### src/rtl/hte_pkg.sv
package hte_pkg;
    localparam int TREQ_BIT = 3;
    localparam int TACK_BIT = 4;
    localparam int TIP_BIT  = 5;
    localparam int DIR_BIT  = 4;

    typedef enum logic [1:0] {
        HS_IDLE = 2'd0,
        HS_SEND = 2'd1,
        HS_RECV = 2'd2
    } hs_state_e;
endpackage

### src/rtl/hte_capture_buf.sv
module hte_capture_buf #(
    parameter int DEPTH = 16,
    localparam int AW   = $clog2(DEPTH),
    localparam int CW   = $clog2(DEPTH + 1)
) (
    input  logic          clk,
    input  logic          rst_n,
    input  logic          push,
    input  logic [7:0]    push_byte,
    input  logic          clear,
    input  logic [AW-1:0] rd_addr,
    output logic [7:0]    rd_byte,
    output logic [CW-1:0] count,
    output logic          full
);
    logic [7:0]    mem [DEPTH];
    logic [CW-1:0] cnt_q;

    assign full    = (cnt_q == CW'(DEPTH));
    assign count   = cnt_q;
    assign rd_byte = mem[rd_addr];

    always_ff @(posedge clk) begin
        if (push && !full) begin
            mem[cnt_q[AW-1:0]] <= push_byte;
        end
    end

    always_ff @(posedge clk) begin
        if (!rst_n) begin
            cnt_q <= '0;
        end else if (clear) begin
            cnt_q <= '0;
        end else if (push && !full) begin
            cnt_q <= cnt_q + CW'(1);
        end
    end
endmodule

### src/rtl/hte_response_buf.sv
module hte_response_buf #(
    parameter int DEPTH = 128,
    localparam int AW   = $clog2(DEPTH),
    localparam int LW   = $clog2(DEPTH + 1)
) (
    input  logic          clk,
    input  logic          rst_n,
    input  logic          wr_en,
    input  logic [AW-1:0] wr_addr,
    input  logic [7:0]    wr_byte,
    input  logic          load,
    input  logic [LW-1:0] load_len,
    input  logic          pop,
    output logic          pending,
    output logic          last,
    output logic [7:0]    head_byte,
    output logic [LW-1:0] index,
    output logic [LW-1:0] size
);
    logic [7:0]    mem [DEPTH];
    logic [LW-1:0] idx_q, size_q;
    logic [LW-1:0] eff_idx, eff_size;

    // A commit in this cycle is visible to the evaluation of the same cycle.
    assign eff_idx   = load ? '0 : idx_q;
    assign eff_size  = load ? load_len : size_q;
    assign pending   = (eff_idx < eff_size);
    assign last      = ((eff_idx + LW'(1)) >= eff_size);
    assign head_byte = mem[eff_idx[AW-1:0]];
    assign index     = idx_q;
    assign size      = size_q;

    always_ff @(posedge clk) begin
        if (wr_en) begin
            mem[wr_addr] <= wr_byte;
        end
    end

    always_ff @(posedge clk) begin
        if (!rst_n) begin
            idx_q  <= '0;
            size_q <= '0;
        end else begin
            if (load) begin
                size_q <= load_len;
            end
            if (pop && pending) begin
                idx_q <= eff_idx + LW'(1);
            end else if (load) begin
                idx_q <= '0;
            end
        end
    end
endmodule

### src/rtl/hte_handshake_fsm.sv
module hte_handshake_fsm
    import hte_pkg::*;
(
    input  logic clk,
    input  logic rst_n,
    input  logic eval,
    input  logic tip_new,
    input  logic tack_new,
    input  logic dir_out,
    input  logic cap_full,
    input  logic cap_nonempty,
    input  logic rsp_pending,
    input  logic rsp_last,
    output logic cap_push,
    output logic cap_clear,
    output logic rsp_pop,
    output logic treq_hi,
    output logic treq_lo,
    output logic flag_set,
    output logic pkt_done
);
    hs_state_e state_q, state_d;
    logic      last_tack_q;
    logic      pair_changed;

    // Leaving idle always changes TIP, so the pair differs then as well.
    assign pair_changed = (state_q == HS_IDLE) || (tack_new != last_tack_q);

    always_ff @(posedge clk) begin
        if (!rst_n) begin
            state_q     <= HS_RECV;
            last_tack_q <= 1'b0;
        end else if (eval) begin
            state_q     <= state_d;
            last_tack_q <= tack_new;
        end
    end

    always_comb begin
        if (tip_new)      state_d = HS_IDLE;
        else if (dir_out) state_d = HS_SEND;
        else              state_d = HS_RECV;
    end

    always_comb begin
        cap_push  = 1'b0;
        cap_clear = 1'b0;
        rsp_pop   = 1'b0;
        treq_hi   = 1'b0;
        treq_lo   = 1'b0;
        flag_set  = 1'b0;
        pkt_done  = 1'b0;
        if (eval) begin
            if (!tip_new) begin
                if (dir_out) begin
                    if (pair_changed && !cap_full) begin
                        cap_push = 1'b1;
                        flag_set = 1'b1;
                    end
                end else if (rsp_pending && pair_changed) begin
                    rsp_pop  = 1'b1;
                    flag_set = 1'b1;
                    treq_hi  = rsp_last;
                end
            end else begin
                unique case (state_q)
                    HS_IDLE: begin
                        if (tack_new != last_tack_q) begin
                            treq_hi  = tack_new;
                            treq_lo  = !tack_new;
                            flag_set = 1'b1;
                        end else begin
                            treq_lo = rsp_pending;
                        end
                    end
                    HS_SEND, HS_RECV: begin
                        flag_set  = 1'b1;
                        pkt_done  = cap_nonempty;
                        cap_clear = 1'b1;
                        treq_lo   = rsp_pending;
                    end
                    default: ;
                endcase
            end
        end
    end
endmodule

### src/rtl/hte_engine.sv
module hte_engine
    import hte_pkg::*;
#(
    parameter int  CAP_DEPTH = 16,
    parameter int  RSP_DEPTH = 128,
    localparam int CAP_AW    = $clog2(CAP_DEPTH),
    localparam int CNT_W     = $clog2(CAP_DEPTH + 1),
    localparam int RSP_AW    = $clog2(RSP_DEPTH),
    localparam int LEN_W     = $clog2(RSP_DEPTH + 1)
) (
    input  logic              clk,
    input  logic              rst_n,
    input  logic              pb_wr_en,
    input  logic [7:0]        pb_wr_data,
    output logic [7:0]        pb_q,
    input  logic              ctl_wr_en,
    input  logic [7:0]        ctl_wr_data,
    output logic [7:0]        ctl_q,
    input  logic              sd_wr_en,
    input  logic [7:0]        sd_wr_data,
    output logic [7:0]        sd_q,
    input  logic              shift_clr,
    output logic              shift_flag,
    input  logic              rsp_wr_en,
    input  logic [RSP_AW-1:0] rsp_wr_addr,
    input  logic [7:0]        rsp_wr_data,
    input  logic              rsp_load,
    input  logic [LEN_W-1:0]  rsp_len,
    input  logic [CAP_AW-1:0] cap_rd_addr,
    output logic [7:0]        cap_rd_data,
    output logic              pkt_valid,
    output logic [CNT_W-1:0]  pkt_len
);
    logic [7:0]       pb_r, ctl_r, sd_r;
    logic [7:0]       pb_w, ctl_w, pb_nxt;
    logic             flag_r, pkt_valid_r;
    logic [CNT_W-1:0] pkt_len_r;
    logic             eval;
    logic             cap_push, cap_clear, cap_full;
    logic [CNT_W-1:0] cap_cnt;
    logic             rsp_pop, rsp_pending, rsp_last;
    logic [7:0]       rsp_head;
    logic [LEN_W-1:0] rsp_idx, rsp_size;
    logic             treq_hi, treq_lo, flag_set, pkt_done;

    assign eval  = pb_wr_en | ctl_wr_en | rsp_load;
    assign pb_w  = pb_wr_en  ? pb_wr_data  : pb_r;
    assign ctl_w = ctl_wr_en ? ctl_wr_data : ctl_r;

    always_comb begin
        pb_nxt = pb_w;
        if (treq_hi)      pb_nxt[TREQ_BIT] = 1'b1;
        else if (treq_lo) pb_nxt[TREQ_BIT] = 1'b0;
    end

    hte_handshake_fsm u_fsm (
        .clk          (clk),
        .rst_n        (rst_n),
        .eval         (eval),
        .tip_new      (pb_w[TIP_BIT]),
        .tack_new     (pb_w[TACK_BIT]),
        .dir_out      (ctl_w[DIR_BIT]),
        .cap_full     (cap_full),
        .cap_nonempty (cap_cnt != '0),
        .rsp_pending  (rsp_pending),
        .rsp_last     (rsp_last),
        .cap_push     (cap_push),
        .cap_clear    (cap_clear),
        .rsp_pop      (rsp_pop),
        .treq_hi      (treq_hi),
        .treq_lo      (treq_lo),
        .flag_set     (flag_set),
        .pkt_done     (pkt_done)
    );

    hte_capture_buf #(.DEPTH(CAP_DEPTH)) u_cap (
        .clk       (clk),
        .rst_n     (rst_n),
        .push      (cap_push),
        .push_byte (sd_r),
        .clear     (cap_clear),
        .rd_addr   (cap_rd_addr),
        .rd_byte   (cap_rd_data),
        .count     (cap_cnt),
        .full      (cap_full)
    );

    hte_response_buf #(.DEPTH(RSP_DEPTH)) u_rsp (
        .clk       (clk),
        .rst_n     (rst_n),
        .wr_en     (rsp_wr_en),
        .wr_addr   (rsp_wr_addr),
        .wr_byte   (rsp_wr_data),
        .load      (rsp_load),
        .load_len  (rsp_len),
        .pop       (rsp_pop),
        .pending   (rsp_pending),
        .last      (rsp_last),
        .head_byte (rsp_head),
        .index     (rsp_idx),
        .size      (rsp_size)
    );

    always_ff @(posedge clk) begin
        if (!rst_n) begin
            pb_r        <= '0;
            ctl_r       <= '0;
            sd_r        <= '0;
            flag_r      <= 1'b0;
            pkt_valid_r <= 1'b0;
            pkt_len_r   <= '0;
        end else begin
            pb_r        <= pb_nxt;
            ctl_r       <= ctl_w;
            if (rsp_pop)       sd_r <= rsp_head;
            else if (sd_wr_en) sd_r <= sd_wr_data;
            flag_r      <= (flag_r & ~shift_clr) | flag_set | rsp_load;
            pkt_valid_r <= pkt_done;
            if (pkt_done) pkt_len_r <= cap_cnt;
        end
    end

    assign pb_q       = pb_r;
    assign ctl_q      = ctl_r;
    assign sd_q       = sd_r;
    assign shift_flag = flag_r;
    assign pkt_valid  = pkt_valid_r;
    assign pkt_len    = pkt_len_r;
endmodule

### config.mk
export PLATFORM = sky130hd
export DESIGN_NAME = hte_engine
export DESIGN_NICKNAME = d
export VERILOG_FILES = /design/src/rtl/hte_pkg.sv /design/src/rtl/hte_capture_buf.sv /design/src/rtl/hte_response_buf.sv /design/src/rtl/hte_handshake_fsm.sv /design/src/rtl/hte_engine.sv
export SDC_FILE = /design/constraint.sdc
export NUM_CORES = 2
export LEC_CHECK = 0
export ABC_AREA = 1
export BUFFER_PORTS_ARGS = -buffer_cell sky130_fd_sc_hd__buf_4
export CAP_MARGIN = 0
export CORE_ASPECT_RATIO = 0.75
export CORE_MARGIN = 2
export CORE_UTILIZATION = 35
export DETAILED_ROUTE_END_ITERATION = 8
export HOLD_SLACK_MARGIN = 0.03
export PLACE_DENSITY_LB_ADDON = 0.05
export SETUP_SLACK_MARGIN = 0.02
export SLEW_MARGIN = 5
export SYNTH_ARGS = -nofsm -noshare
export SYNTH_HDL_FRONTEND = slang
export SYNTH_SLANG_ARGS = --single-unit
### constraint.sdc
create_clock -name clk -period 2.86 [get_ports clk]
set_clock_uncertainty 0.05 [all_clocks]
set_input_delay 0.286 -clock clk [delete_from_list [all_inputs] [get_ports clk]]
set_output_delay 0.286 -clock clk [all_outputs]
set_load 0.005 [all_outputs]
After elaboration in Yosys (flattened, before gate mapping). Memories as Yosys holds them, arrays and structs flattened. Cells that the tools add are included.

Memories: 2. Word-level logic and storage cells: 88. Output and inout port bits: 39. Bits in registers: 55. Memory bits (writable): 1152.

Multiplexer cells: 44. Reduce and logical (&&, ||, !) cells: 13. Equal/unequal tests: 4. $lt $le $gt $ge: 2. Bitwise gates (word level): 7. Add/subtract/negate cells: 2.

Memories: u_rsp.mem (words 128, bits a word 8, read ports 1, clocked after memory_dff 0, wr ports 1, line hte_response_buf.sv:20) `logic [7:0] mem [DEPTH];`; u_cap.mem (words 16, bits a word 8, read ports 1, clocked after memory_dff 0, wr ports 1, line hte_capture_buf.sv:16) `logic [7:0] mem [DEPTH];`.

Operator list (number): 2-to-1 mux 8 bit (5); 2-to-1 mux 1 bit (33); adder 8 x 1 -> 8 bit, second input constant (1); greater-or-equal comparator 8 bit (1); < comparator 8 bit (1); 2-to-1 mux 6 bit (1); adder 5 x 1 -> 5 bit, second input constant (1); == test 5 bit, second input constant (1); 2-to-1 mux 5 bit (1); nonzero test 5 bit (1); logical AND 1 bit (4); 2-to-1 mux 2 bit (2); OR 1 bit (4); case mux 1 bit (2 select lines) (2); OR reduction 2 bit (2); nonzero test 3 bit (1); == test 2 x 1 -> 1 bit, second input constant (1); == test 2 bit, second input constant (1); zero test 1 bit (2); zero test 2 bit (1); NOT 1 bit (2); nonzero test 2 bit (1); bitwise AND 1 bit (1); logical OR 1 bit (1); != test 1 bit (1).

Logic depth before layout (Yosys ltp).
Depth in word-level cells: 11. Mapped depth: 19.

Modules after synthesis. From an unflattened synthesis, not the netlist that was laid out.

Cells, all modules: 5250. Area, all modules: 53173.5 um^2.

By module, submodules not included: hte_response_buf (seq. area each 31069.8 um^2, cells an instance 4426, area an instance 45706.3 um^2, times used 1); hte_capture_buf (seq. area each 3943.8 um^2, cells an instance 601, area an instance 5909.4 um^2, times used 1); hte_engine (seq. area each 620.6 um^2, cells an instance 173, area an instance 1257.5 um^2, times used 1); hte_handshake_fsm (seq. area each 60.1 um^2, cells an instance 50, area an instance 300.3 um^2, times used 1).

Worst setup path after synthesis. No wires, ideal clock.

Kind: input -> register. Start: input port rsp_load. End: register pb_r[3] (netlist: pb_q[3]). Path buffers: 4. Slack: 0.140 ns. Required time: 2.689 ns. Arrival time: 2.549 ns. Cell stages on the path: 17. Cells stage by stage: buf_2 inv_2 nand2_1 inv_2 buf_2 buf_6 buf_2 ha_1 nand3_1 nor3_1 xor2_1 ha_1 nand4_1 o221ai_1 o21ai_1 o21a_1 a21oi_1.

Longest elaborated chain between the ends: 8. Elaborated cells on any way between the ends: 18. Those cells by class: add/sub: 1; order compare: 2; mux: 12; bitwise: 1; reduce/logical: 2.

Ends and longest elaborated chain: start: declaration (line hte_engine.sv:27) `input logic rsp_load,`; 2-to-1 mux 8 bit (on tied branches); adder 8 x 1 -> 8 bit or < comparator 8 bit (tied branches) (line hte_response_buf.sv:28, hte_response_buf.sv:27); greater-or-equal comparator 8 bit (tied with other cells) (line hte_response_buf.sv:28) `assign last = ((eff_idx + LW'(1)) >= eff_size);`; 2-to-1 mux 1 bit or case mux 1 bit (2 select lines) (tied branches) (line hte_handshake_fsm.sv:60, hte_handshake_fsm.sv:66); 2-to-1 mux 1 bit (on tied branches) (line hte_handshake_fsm.sv:55, hte_handshake_fsm.sv:54); 2-to-1 mux 1 bit (on tied branches) (line hte_handshake_fsm.sv:54, hte_handshake_fsm.sv:53); 2-to-1 mux 1 bit (on tied branches) (line hte_handshake_fsm.sv:53, hte_engine.sv:53); nonzero test 3 bit (no line) or 2-to-1 mux 1 bit (tied branches); end signal: assignment (line hte_engine.sv:113) `pb_r <= pb_nxt;`; end: declaration (line hte_engine.sv:34) `logic [7:0] pb_r, ctl_r, sd_r;`.

Parallel ways exist; a longest one is shown, timed or not. A chain may end at the register's enable or synchronous reset.

Final worst setup path.
Start: register u_rsp.idx_q[0] (netlist: u_rsp.index[0]). End: register sd_r[6] (netlist: sd_q[6]).

Longest elaborated chain between the ends: 8. Elaborated cells on any way between the ends: 10. Those cells by class: order compare: 1; mux: 6; reduce/logical: 2; memory: 1.

Ends and longest elaborated chain: start: declaration (line hte_response_buf.sv:21) `logic [LW-1:0] idx_q, size_q;`; start signal: assignment (line hte_response_buf.sv:48) `idx_q <= eff_idx + LW'(1);`; 2-to-1 mux 8 bit (*); < comparator 8 bit (line hte_response_buf.sv:27) `assign pending = (eff_idx < eff_size);`; logical AND 1 bit (line hte_handshake_fsm.sv:60) `end else if (rsp_pending && pair_changed) begin`; 2-to-1 mux 1 bit (line hte_handshake_fsm.sv:60); 2-to-1 mux 1 bit (line hte_handshake_fsm.sv:55) `if (dir_out) begin`; 2-to-1 mux 1 bit (line hte_handshake_fsm.sv:54) `if (!tip_new) begin`; 2-to-1 mux 1 bit (line hte_handshake_fsm.sv:53) `if (eval) begin`; 2-to-1 mux 8 bit or nonzero test 2 bit (tied branches); end signal: assignment (line hte_engine.sv:115) `if (rsp_pop) sd_r <= rsp_head;`; end signal: assignment (line hte_engine.sv:116) `else if (sd_wr_en) sd_r <= sd_wr_data;`; end: declaration (line hte_engine.sv:34).

Every way passes the cells marked *; elsewhere a longest branch is shown, timed or not.

==> impl_metrics.py <==
metrics = {
    "die": {
        "die_w_um": 451,
        "start_util_pct": 35.1,
        "die_height_um": 339,
        "coreArea_sq_mm": 0.149,
        "die-area_sq_mm": 0.153,
        "ioPinCount": 98,
        "row_count": 123,
    },
    "timing": {
        "tightest_slew_ns": 0.939,
        "rsz0062_at_grt": "no",
        "fin_ws_ns": 0.123,
        "hold_viol_final": 0,
        "period_share_pct": 95.7,
        "max_freq_mhz": 365,
        "finalSetupViolations": 0,
        "min_period_ns": 2.74,
        "slew_headroom_pct": 37.4,
        "slew_violations": 0,
    },
    "global_route": {
        "overflow": 0,
        "antenna_found_initial": 11,
        "grt_usage_pct": 21.6,
        "grt_max_degree": 72,
        "grt_pass1_vias": 34400,
        "grt_pass1_wl_um": 243000,
    },
    "pwr": {
        "ir_worst_vdd_mv": 0.509,
        "powerDensity_mw_per_mm2": 621,
        "power.static_leakage_nw": 26.0,
    },
    "setup_path": {
        "cp-end-kind": "flop",
        "startpoint_type": "flop",
        "cp.required_ns": 3.46,
        "cp_slowest_stage_delay_ns": 0.41,
        "crit_slowest_cell": "dfxtp_4",
        "worst_path_most_repeated_cell": "nand3_1",
        "crit_arrival_ns": 3.34,
        "path_cells": "inv_2, nor2_4, buf_12, buf_12, nand2_1, nand3_1, nand3_1, nand3_1, nand3_1, nand3_1, nand3_1, nand3_1, a21oi_1",
        "reg2regPathDepth": 13,
        "path_max_fanout": 44,
        "worstSetupPathType": "reg2reg",
    },
    "finish": {
        "final_common_cell": "edfxtp_1",
        "most-common-layout-cells": "1152 x edfxtp_1, 1102 x nand2_1, 908 x nand3_1",
        "drive_above_1_share_pct": 13.4,
        "num-fill-cells": 14500,
        "final_cell_area_sq_mm": 0.0633,
        "layout.nets": 5535,
        "syn_to_final_growth_pct": 20.5,
        "instances_no_fill": 7562,
    },
    "placed_design": {
        "place_hpwl_um": 102000,
        "port_buffers": 97,
        "gp_congestion": 0.777,
        "place_area_sq_mm": 0.0582,
        "preCtsSetupSlack_ns": -0.110,
        "dp_cells": 7229,
    },
    "logic_synthesis": {
        "yosys_warnings": 0,
        "synth.top_cells.by_area": "edfxtp_1 66%, nand3_1 8.7%, nand2_1 7.9%",
        "avgSynthCellArea_sq_um": 10.5,
        "synth-edff-count": 1152,
        "synthFlopType": "edfxtp_1",
        "syn_inst": 5023,
        "yosys.area_share.adder_pct": 0.572,
        "synth-simple-area-share_pct": 19.8,
        "ys_types": 37,
        "synthXorXnorAreaFrac_pct": 0.0834,
        "synth_seq_cells": 1207,
        "synthesis.nets": 5106,
        "yosysTopAreaCell": "edfxtp_1",
        "async_flop_share_pct": 0,
        "synthMuxAreaShare_pct": 0.743,
        "synth-compound-area-share_pct": 2.53,
        "synth_top_family_by_area": "simple AND/OR/NAND/NOR gates",
        "yosysSeqAreaShare_pct": 68.0,
        "syn_area_sq_mm": 0.0525,
        "synthDominantCellAreaShare_pct": 65.9,
    },
    "worst_hold_path": {
        "min_delay_path_depth": 5,
        "hold_path.class": "in2reg",
    },
    "drt": {
        "drtIter0Drc": 3276,
        "ant_nets": 0,
        "wl_um": 165000,
        "viasPerCell": 4.77,
        "first_pass_iters": 5,
        "drc": 0,
        "wl_per_cell_um": 21.8,
        "vias": 36100,
    },
    "run": {
        "cap_viol_max_count": 0,
    },
    "clock_network": {
        "cts_tree": "built",
        "clkTransAtPathRegs_ns": 0.06,
        "cts_buffers": 135,
        "cts_buffer_depth": 3,
        "clock_latency_ns": 0.77,
        "cts_max_level": 4,
        "cts-root-buf": "clkbuf_16",
        "cts.sinks": 1207,
    },
    "status": {
        "status": "finished, final reports clean",
    },
}
## stage by stage
step	hold WS (ns)	setup TNS, ns	power (mW)	util (%)
final	0.102	0	39.3	42.3
after global routing	0.0995	0	40.7	42.3
after CTS	0.0305	0	39.8	42.3
after detailed placement	0.415	-0.164	22.8	39.0
after global placement	0.406	-0.307	22.8	39.0
after floorplan	0.335	0	21.2	-
## cell usage after synthesis (all sizes together), types with 24 or more instances
library cell and number:
inv 827, a21oi 73, nor2 319, nand2 1107, buf 160, nand3 909
o211ai 41, dfxtp 55, mux2i 39, edfxtp 1152, o21ai 121, ha 24
or2 51, clkbuf 110
## kinds of logic (layout without fill, tap and decap cells)
family	count (synthesis)	in the layout
xor+xnor	5	5
simple gates	2409	2409
mux	39	39
buf+inv	1099	1634
flops	1207	1207
compound gates	240	240
other cells	0	4
fa+ha+maj	24	24
## cell type report
| type | count | area [sq um] | share of cell area [%] |
|---|---|---|---|
| sequential | 1207 | 35700 | 56.4 |
| clock buffer | 177 | 3660 | 5.79 |
| inverter | 829 | 3120 | 4.93 |
| tap | 2000 | 2500 | 3.95 |
| multi-input combinational | 2717 | 12600 | 19.9 |
| timing repair buffer | 562 | 5250 | 8.29 |
| antenna | 4 | 10.0 | 0.0158 |
| clock inverter | 66 | 480 | 0.759 |
## per-layer routing
| metal | track usage [%] | up-vias | part of all wire [%] |
|---|---|---|---|
| met3 | 3.54 | 193 | 5.5 |
| li1 | - | 17500 | - |
| met2 | 31.2 | 844 | 43 |
| met4 | 5.54 | 0 | 2.1 |
| met1 | 33.3 | 17600 | 50 |
| met5 | 0 | - | 0 |
## sequential cells by signal, indices dropped and copies added, names as in the netlist
name               count
sd_q                   8
pkt_valid              1
ctl_q                  8
u_fsm.state_q          2
u_fsm.last_tack_q      1
pb_q                   8
shift_flag             1
u_rsp.mem           1024
u_rsp.size             8
pkt_len                5
u_rsp.index            8
u_cap.mem            128
u_cap.count            5
## what timing repair did
action / CTS / global route
pin swaps: 0 / 1
gates resized for setup: 1 / 2
hold buffers: 85 / 0
hold endpoints to repair: 395 / 0
setup endpoints to repair: 1 / 7
setup buffers: 0 / 1
gates cloned: 1 / 0
## worst max-delay path, delay by kind of cell, from the launching register on
kind	cells	cell delay, ns
and+or+nand+nor	9	1.43
DFF	1	0.41
AOI/OAI and AO/OA	1	0.07
buffers and inverters	3	0.55
## report_power, final
| part | switching, mW | internal [mW] |
|---|---|---|
| Combinational | 1.93 | 0.966 |
| Sequential | 0.118 | 19.5 |
| Clock | 7.30 | 9.47 |
## final timing paths
kind	startpoint	end	slack (ns)
min reg2reg	u_fsm.last_tack_q	u_fsm.last_tack_q	0.43
min	pb_wr_en	u_fsm.last_tack_q	0.10
max	u_rsp.index[0]	sd_q[6]	0.12
max reg2reg	u_rsp.index[0]	sd_q[6]	0.12
(Power assumes the default switching activity.)
